[config.mk]
export PLATFORM = sky130hd
export DESIGN_NAME = da_unit
export DESIGN_NICKNAME = d
export VERILOG_FILES = /design/src/rtl/da_pkg.sv /design/src/rtl/da_lut.sv /design/src/rtl/da_bit_slicer.sv /design/src/rtl/da_shift_acc.sv /design/src/rtl/da_unit.sv
export SDC_FILE = /design/constraint.sdc
export NUM_CORES = 1
export LEC_CHECK = 0
export ABC_CLOCK_PERIOD_IN_PS = 4200
export BUFFER_PORTS_ARGS = -buffer_cell sky130_fd_sc_hd__buf_2
export CORE_MARGIN = 4
export CORE_UTILIZATION = 58
export CTS_CLUSTER_SIZE = 14
export DETAILED_ROUTE_END_ITERATION = 10
export GPL_TIMING_DRIVEN = 0
export MAX_ROUTING_LAYER = met4
export PLACE_DENSITY = 0.89
export SLEW_MARGIN = 30
export SYNTH_ARGS = -nofsm -noshare
export SYNTH_HDL_FRONTEND = slang
export SYNTH_HIERARCHICAL = 1
export SYNTH_SLANG_ARGS = --single-unit
export TNS_END_PERCENT = 10
[constraint.sdc]
create_clock -name clk -period 4.2 [get_ports clk]
set_input_delay 0.21 -clock clk [delete_from_list [all_inputs] [get_ports clk]]
set_output_delay 0.21 -clock clk [all_outputs]
set_load 0.02 [all_outputs]
[src/rtl/da_pkg.sv]
// Shared helpers for the distributed-arithmetic unit.
// Assumes: callers pass widths no larger than 32 bits for counters.
package da_pkg;
    // Width needed to hold a count from 0 to n-1 (at least one bit).
    function automatic int cnt_width(input int n);
        return (n <= 2) ? 1 : $clog2(n);
    endfunction
endpackage

[src/rtl/da_lut.sv]
// Partial-sum table: entry a is the sum of the coefficients whose address
// bit is set. The contents are computed from the COEFS parameter during
// elaboration. Assumes NA >= 1 and that COEFS holds NA packed signed words.
module da_lut #(
    parameter int NA     = 2,
    parameter int COEF_W = 8,
    parameter int LUT_W  = COEF_W + $clog2(NA),
    parameter logic [NA*COEF_W-1:0] COEFS = '0
) (
    input  logic [NA-1:0]           addr,
    output logic signed [LUT_W-1:0] word
);
    localparam int DEPTH = 1 << NA;

    function automatic logic signed [LUT_W-1:0] entry(input int a);
        logic signed [LUT_W-1:0] s;
        s = '0;
        for (int i = 0; i < NA; i++) begin
            if (a[i]) s = s + LUT_W'($signed(COEFS[i*COEF_W +: COEF_W]));
        end
        return s;
    endfunction

    logic signed [LUT_W-1:0] table_q [DEPTH];

    for (genvar a = 0; a < DEPTH; a++) begin : g_entry
        assign table_q[a] = entry(a);
    end

    // Table read.
    assign word = table_q[addr];
endmodule

[src/rtl/da_bit_slicer.sv]
// One parallel-load shift register per input word. Each register shifts
// right so that its bit 0 presents the next bit, least-significant first.
// Assumes: load takes priority over shift.
module da_bit_slicer #(
    parameter int N_TERMS = 4,
    parameter int DATA_W  = 8
) (
    input  logic                        clk,
    input  logic                        rst_n,
    input  logic                        load,
    input  logic                        shift,
    input  logic [N_TERMS*DATA_W-1:0]   x_in,
    output logic [N_TERMS-1:0]          slice
);
    for (genvar i = 0; i < N_TERMS; i++) begin : g_sr
        logic [DATA_W-1:0] sr_q;

        // Load a word, or move it one place toward the LSB.
        always_ff @(posedge clk) begin
            if (!rst_n)     sr_q <= '0;
            else if (load)  sr_q <= x_in[i*DATA_W +: DATA_W];
            else if (shift) sr_q <= {1'b0, sr_q[DATA_W-1:1]};
        end

        assign slice[i] = sr_q[0];
    end
endmodule

[src/rtl/da_shift_acc.sv]
// Shift-accumulator. Each enabled cycle adds the word, or subtracts it
// (invert plus carry-in) when sub is set, to the running sum. It then
// halves the sum and moves the dropped bit into a low-part register. On the
// last cycle the unshifted sum and the low part form the result.
// Assumes DATA_W >= 3 and that word fits ROM_W signed bits.
module da_shift_acc #(
    parameter int ROM_W  = 10,
    parameter int DATA_W = 8,
    parameter int Y_W    = ROM_W + DATA_W
) (
    input  logic                     clk,
    input  logic                     rst_n,
    input  logic                     clear,
    input  logic                     en,
    input  logic                     sub,
    input  logic                     last,
    input  logic signed [ROM_W-1:0]  word,
    output logic signed [Y_W-1:0]    result
);
    localparam int ACC_W = ROM_W + 1;   // one guard bit
    localparam int LOW_W = DATA_W - 1;

    logic signed [ACC_W-1:0] acc_q, wext, sum;
    logic [LOW_W-1:0]        low_q;

    // Add or subtract the partial sum.
    always_comb begin
        wext = ACC_W'(word);
        sum  = acc_q + (sub ? ~wext : wext) + ACC_W'(sub);
    end

    // Running sum and low-part collection.
    always_ff @(posedge clk) begin
        if (!rst_n || clear) begin
            acc_q <= '0;
            low_q <= '0;
        end else if (en && !last) begin
            acc_q <= sum >>> 1;
            low_q <= {sum[0], low_q[LOW_W-1:1]};
        end
    end

    // Parallel result capture on the final slice.
    always_ff @(posedge clk) begin
        if (!rst_n)          result <= '0;
        else if (en && last) result <= {sum, low_q};
    end
endmodule

[src/rtl/da_unit.sv]
// Top of the distributed-arithmetic inner-product unit: sequencing, table
// selection (one table or two half tables), and the shift-accumulator.
// Assumes N_TERMS is even when SPLIT_ROM=1 and DATA_W >= 3.
module da_unit #(
    parameter int N_TERMS   = 4,
    parameter int DATA_W    = 8,
    parameter int COEF_W    = 8,
    parameter bit SPLIT_ROM = 1'b0,
    parameter logic [N_TERMS*COEF_W-1:0] COEFS = 32'h80F5_5521,
    localparam int ROM_W = COEF_W + $clog2(N_TERMS),
    localparam int Y_W   = ROM_W + DATA_W
) (
    input  logic                        clk,
    input  logic                        rst_n,
    input  logic                        start,
    input  logic [N_TERMS*DATA_W-1:0]   x_in,
    output logic                        busy,
    output logic                        done,
    output logic signed [Y_W-1:0]       y
);
    localparam int CNT_W = da_pkg::cnt_width(DATA_W);
    localparam logic [CNT_W-1:0] LAST_CNT = CNT_W'(DATA_W - 1);

    logic [CNT_W-1:0]        cnt_q;
    logic                    load, last;
    logic [N_TERMS-1:0]      slice;
    logic signed [ROM_W-1:0] rom_word;

    assign load = start && !busy;
    assign last = busy && (cnt_q == LAST_CNT);

    // Sequencer: accept start when idle, count slices, pulse done.
    always_ff @(posedge clk) begin
        if (!rst_n) begin
            busy  <= 1'b0;
            done  <= 1'b0;
            cnt_q <= '0;
        end else begin
            done <= last;
            if (load) begin
                busy  <= 1'b1;
                cnt_q <= '0;
            end else if (busy) begin
                cnt_q <= cnt_q + 1'b1;
                if (last) busy <= 1'b0;
            end
        end
    end

    da_bit_slicer #(.N_TERMS(N_TERMS), .DATA_W(DATA_W)) u_slicer (
        .clk(clk), .rst_n(rst_n), .load(load), .shift(busy),
        .x_in(x_in), .slice(slice)
    );

    if (SPLIT_ROM) begin : g_split
        localparam int HALF  = N_TERMS / 2;
        localparam int HLF_W = COEF_W + $clog2(HALF);
        logic signed [HLF_W-1:0] lo_word, hi_word;

        da_lut #(.NA(HALF), .COEF_W(COEF_W), .LUT_W(HLF_W),
                 .COEFS(COEFS[HALF*COEF_W-1:0])) u_lut_lo (
            .addr(slice[HALF-1:0]), .word(lo_word)
        );
        da_lut #(.NA(HALF), .COEF_W(COEF_W), .LUT_W(HLF_W),
                 .COEFS(COEFS[N_TERMS*COEF_W-1:HALF*COEF_W])) u_lut_hi (
            .addr(slice[N_TERMS-1:HALF]), .word(hi_word)
        );
        // Sum the two half-table outputs.
        assign rom_word = ROM_W'(lo_word) + ROM_W'(hi_word);
    end else begin : g_full
        da_lut #(.NA(N_TERMS), .COEF_W(COEF_W), .LUT_W(ROM_W),
                 .COEFS(COEFS)) u_lut (
            .addr(slice), .word(rom_word)
        );
    end

    da_shift_acc #(.ROM_W(ROM_W), .DATA_W(DATA_W), .Y_W(Y_W)) u_acc (
        .clk(clk), .rst_n(rst_n), .clear(load), .en(busy),
        .sub(last), .last(last), .word(rom_word), .result(y)
    );
endmodule

---- Word level (Yosys, flattened, before mapping) ----
Memories as Yosys holds them, arrays and structs flattened.
Cells that the tools add are included.
storage, ports and cells
  register bits after elaboration ......... 72
  memories kept ........................... 1
  logic and storage cells ................. 43
  bits in read-only memories .............. 160
  output and inout port bits .............. 20
memories
  memory            words  bits a word  rd ports  clocked after memory_dff  wr ports  RTL line      RTL
  (name not given)  16     10           1         0                         0         da_lut.sv:31  assign word = table_q[addr];
operators by class
  reductions and logical operators ........ 10
  multiplexer cells ....................... 14
  equality and inequality tests ........... 1
  add/sub/neg operators ................... 3
  bitwise operators ....................... 3
  $lt $le $gt $ge ......................... 1
operators with widths
  cell                                          number
  2-to-1 mux 8 bit                              8
  2-to-1 mux 10 bit                             2
  adder 11 x 1 -> 11 bit                        1
  adder 11 bit                                  1
  2-to-1 mux 11 bit                             1
  NOT 11 bit                                    1
  >= comparator 5 bit (second input constant)   1
  NOT 4 -> 5 bit                                1
  logical AND 1 bit                             4
  adder 3 x 1 -> 3 bit (second input constant)  1
  equality test 3 bit (second input constant)   1
  logical NOT 1 bit                             3
  2-to-1 mux 1 bit                              3
  nonzero test 2 bit                            1
  OR reduction 2 bit                            1
  logical OR 1 bit                              1
  NOT 1 bit                                     1

---- Longest topological paths before layout ----
  depth in word-level cells ............... 8
  mapped depth ............................ 12
  gate-level depth less buffers ........... 11

---- Modules after synthesis ----
Netlist, hierarchy kept.
modules (own cells, without submodules)
  module         cells each  times used  seq. area each (um^2)  area each (um^2)
  da_shift_acc   234         1           700.7                  1878.1
  da_bit_slicer  145         1           640.6                  1710.4
  da_unit        20          1           100.1                  229.0
  da_lut         22          1           0.0                    162.7

---- Least setup slack after synthesis ----
OpenSTA, ideal clock, no wires.
  kind .................................... reg2reg
  start point ............................. reg u_slicer.g_sr[1].sr_q[0]
  end point ............................... reg u_acc.result[13]
  period minus slack after synthesis ...... 2.905 ns
  stages on the path, launching flop included .. 12
  setup time .............................. 0.106 ns
  setup slack ............................. 1.295 ns
  path buffers ............................ 1
  arrival time ............................ 2.800 ns
  cells stage by stage .................... dfxtp_1 -> buf_4 -> inv_1 -> ha_1 -> xor2_1 -> mux2_4 -> fa_1 -> a21oi_1 -> o211ai_1 -> nand2_1 -> or4b_2 -> o311ai_0
between the ends
  longest elaborated chain between the ends .. 8
ends and longest elaborated chain
  element                                                  RTL line             RTL
  start, declared                                          da_bit_slicer.sv:16  logic [DATA_W-1:0] sr_q;
  start signal, assigned                                   da_bit_slicer.sv:21  else if (load) sr_q <= x_in[i*DATA_W +: DATA_W];
  start signal, assigned                                   da_bit_slicer.sv:22  else if (shift) sr_q <= {1'b0, sr_q[DATA_W-1:1]};
  NOT 4 -> 5 bit (not written as such) *                   da_lut.sv:31
  memory read (16 x 10 bit) *                              n/a
  2-to-1 mux 10 bit (not written as such) * (2 in series)  da_lut.sv:31
  net rom_word[0]                                          da_unit.sv:27        logic signed [ROM_W-1:0] rom_word;
  NOT 11 bit                                               da_shift_acc.sv:29   sum = acc_q + (sub ? ~wext : wext) + ACC_W'(sub);
  2-to-1 mux 11 bit *                                      da_shift_acc.sv:29
  adder 11 bit *                                           da_shift_acc.sv:29
  adder 11 x 1 -> 11 bit *                                 da_shift_acc.sv:29
  end signal, assigned                                     da_shift_acc.sv:46   else if (en && last) result <= {sum, low_q};
  end, declared                                            da_shift_acc.sv:18   output logic signed [Y_W-1:0] result
The timed path passes the listed nets; every way through them passes the cells marked *. The select of a mux whose other input is x is not followed.
A chain may end at the register's enable or synchronous reset.

---- Worst setup path in the final report ----
Ends and elaborated chain as after synthesis.

==> results.sh <==
export IMPL_cap_violations=0
export IMPL_first_pass_iters=4
export IMPL_area_delta_synth_final_pct=14.7
export IMPL_fillers=479
export IMPL_final_period_utilization_pct=76.7
export IMPL_grt_pass1_vias=3185
export IMPL_crit_buf_inv=2
export IMPL_drc=0
export IMPL_root_buffer="clkbuf_8"
export IMPL_drive_gt1_share_pct=23.8
export IMPL_antenna_cells=0
export IMPL_dr_total_vias=3223
export IMPL_ys_types=59
export IMPL_post_route_min_period_ns=3.22
export IMPL_vdd_ir_drop_max_v=0.000382
export IMPL_synthCells=421
export IMPL_nets=538
export IMPL_clkSlewWorstSetupHoldPaths_ns=0.08
export IMPL_cp_slowest_cell="or4b_2"
export IMPL_slew_violations=0
export IMPL_whs_ns=0.101
export IMPL_track_usage_pct=21.9
export IMPL_rows=29
export IMPL_dr_first_iter_drc_count=158
export IMPL_io_pins=55
export IMPL_grt_setup_unrepaired="false"
export IMPL_clk_path_buf_depth=2
export IMPL_cts_buffers=9
export IMPL_slew_headroom_pct=46.0
export IMPL_arrival_ns=3.47
export IMPL_path_cells="buf_4, inv_1, ha_1, xor2_1, mux2_4, fa_1, a21oi_1, o211ai_1, nand2_1, or4b_2, o311ai_0"
export IMPL_routed_via_density=5.67
export IMPL_multiInputGateArea_sq_um=2290
export IMPL_outcome="finished, final reports clean"
export IMPL_dr_max_layer_used="met4"
export IMPL_worstSetupPathType="flop to flop"
export IMPL_p_leak_nw=2.23
export IMPL_syn_avg_cell_area_sq_um=9.45
export IMPL_seq_area_sq_um=1440
export IMPL_die_area_sq_um=8250
export IMPL_start_util_pct=61.3
export IMPL_yosysSeqAreaShare_pct=36.2
export IMPL_critPathMaxFanout=4
export IMPL_grt_pass1_wl_microns=14400
export IMPL_ctsResizeCount=0
export IMPL_max_clock_freq_mhz=311
export IMPL_ys_warn_count=6
export IMPL_gr_total_overflow=0
export IMPL_grt_max_degree=17
export IMPL_postRouteAntennaNets=0
export IMPL_cp_end_kind="flop"
export IMPL_tightestPinTransition_ns=0.809
export IMPL_syn_nets=473
export IMPL_cts_tree="built"
export IMPL_die_x_microns=90.8
export IMPL_critPathTopFamily="simple AND/OR/NAND/NOR gates"
export IMPL_cts_sinks=72
export IMPL_met2_length_microns=4140
export IMPL_synth_edf_count=0
export IMPL_hold_class="input port to flop"
export IMPL_clkLatencyLatePin_ns=0.35
export IMPL_ys_ff_latch=72
export IMPL_die_h_microns=90.8
export IMPL_power_density_nw_per_um2=361
export IMPL_final_util_pct=70.3
export IMPL_io_buffers=54
export IMPL_slowest_delay_ns=0.59
export IMPL_skew_ns=0.00779
export IMPL_cp_required_ns=4.45
export IMPL_async_reset_ff_share_pct=0
export IMPL_hpwl_microns=6300
export IMPL_wl_met3_microns=389
export IMPL_design_core_area_sq_um=6490
export IMPL_cts_htree_levels=3
export IMPL_synth_area_sq_um=3980
export IMPL_routed_wl_microns=8440
export IMPL_cp_start_kind="flop"
export IMPL_gp_congestion=0.939
export IMPL_tns_ns=0
export IMPL_antenna_found_initial=0
export IMPL_cts_setup_buffers=0
export IMPL_setup_viol=0
export IMPL_drt_met1_wl_microns=3800
export IMPL_synth_flop_cell="dfxtp_1"
export IMPL_hold_viol_final=0
export IMPL_wl_per_cell_microns=14.9
export IMPL_postCtsHoldBufs=0
==> final timing paths <==
path | start | endpoint | slack [ns] | cells past startpoint
max reg2reg | u_slicer/g_sr[1].sr_q[0] | u_acc/result[13] | 0.98 | 11
min reg2reg | u_acc/result[1] | u_acc/result[1] | 0.45 | 2
min | x_in[15] | u_slicer/g_sr[1].sr_q[7] | 0.10 | 3
max | u_slicer/g_sr[1].sr_q[0] | u_acc/result[13] | 0.98 | 11
==> flip-flops by register name, summed over array words and instances, names as in the netlist <==
signal	cells
u_acc/low_q	7
done	1
busy	1
cnt_q	3
u_acc/acc_q	10
u_acc/result	18
u_slicer/g_sr.sr_q	32
==> layout by cell type (no fill, tap or decap), types with 9 or more instances in the layout <==
cell      netlist  layout
dfxtp_1        72      72
ha_1           16      16
o211a_1        28      28
buf_2           3      57
clkbuf_8        0       9
xor2_1         11      11
or2b_1         16      16
a21oi_1        25      25
clkbuf_1       19      19
nand2_1        58      58
nand2b_1       17      17
mux2_4         23      23
nor2_1         14      14
==> cell type report <==
cell class	instances	share of cell area, %
Buffer	36	4.77
Multi-Input combinational cell	306	50.2
Clock inverter	7	2.11
Tap cell	77	2.11
Sequential cell	72	31.6
Inverter	7	0.575
Clock buffer	9	2.71
Timing Repair Buffer	54	5.92
==> worst min-delay path, cell delays in order <==
cell and delay [ns]:
buf_2 0.09, nand2_1 0.05, a21boi_1 0.05
==> power breakdown <==
part	total, W	switching, W	internal [W]
clock	0.000606	0.000271	0.000335
sequential	0.000736	0.0000193	0.000717
combinational	0.000309	0.000156	0.000153
==> Yosys cell counts (3+ instances only) <==
master     n  area [sq um]
a21boi_1   4          30.0
xor2_1    11          96.3
o21a_1     4          30.0
mux2_4    23           345
o211a_1   28           280
dfxtp_1   72          1440
buf_2      3          15.0
nand3_1    8          40.0
or3b_1     4          35.0
o21ai_0    5          25.0
a211oi_1   5          37.5
buf_6      7          78.8
or3_1      3          18.8
o211ai_1   3          22.5
a21oi_1   25           125
and2_1     3          18.8
nor2_1    14          52.6
buf_4      7          52.6
nand2b_1  17           106
clkbuf_1  19          71.3
ha_1      16           200
mux2_1     4          45.0
nor2b_1    6          37.5
nand2_1   58           218
or2b_1    16           120
inv_1      6          22.5
nor3_1     7          35.0
==> per-stage QoR <==
step	worst slack (ns)	instance area, sq um	instances	power, W
2_1_floorplan	1.29	3980	421	0.000986
3_3_place_gp	1.06	4350	552	0.00104
3_5_place_dp	0.996	4350	552	0.00106
4_1_cts	0.973	4570	568	0.00166
5_1_grt	0.802	4570	568	0.00173
6_report	0.981	4570	568	0.00165
==> cells by family (layout without fill, tap and decap cells) <==
kind of cell	Yosys count	in the layout	synth area share [%]
AND/OR/NAND/NOR	152	152	20.4
flip-flops	72	72	36.2
adder cells (fa/ha/maj)	17	17	5.53
multiplexers	30	30	10.6
XOR/XNOR	13	13	2.86
AO/OA/AOI/OAI	94	94	18.3
buffers and inverters	43	113	6.13
==> layer usage <==
layer | vias up | global-route usage [%]
met1 | 1520 | 25.7
met5 | - | -
met3 | 9 | 5.17
met2 | 74 | 36.3
li1 | 1620 | -
met4 | 0 | 8.17
No activity file was read; power rests on OpenSTA's default activity.
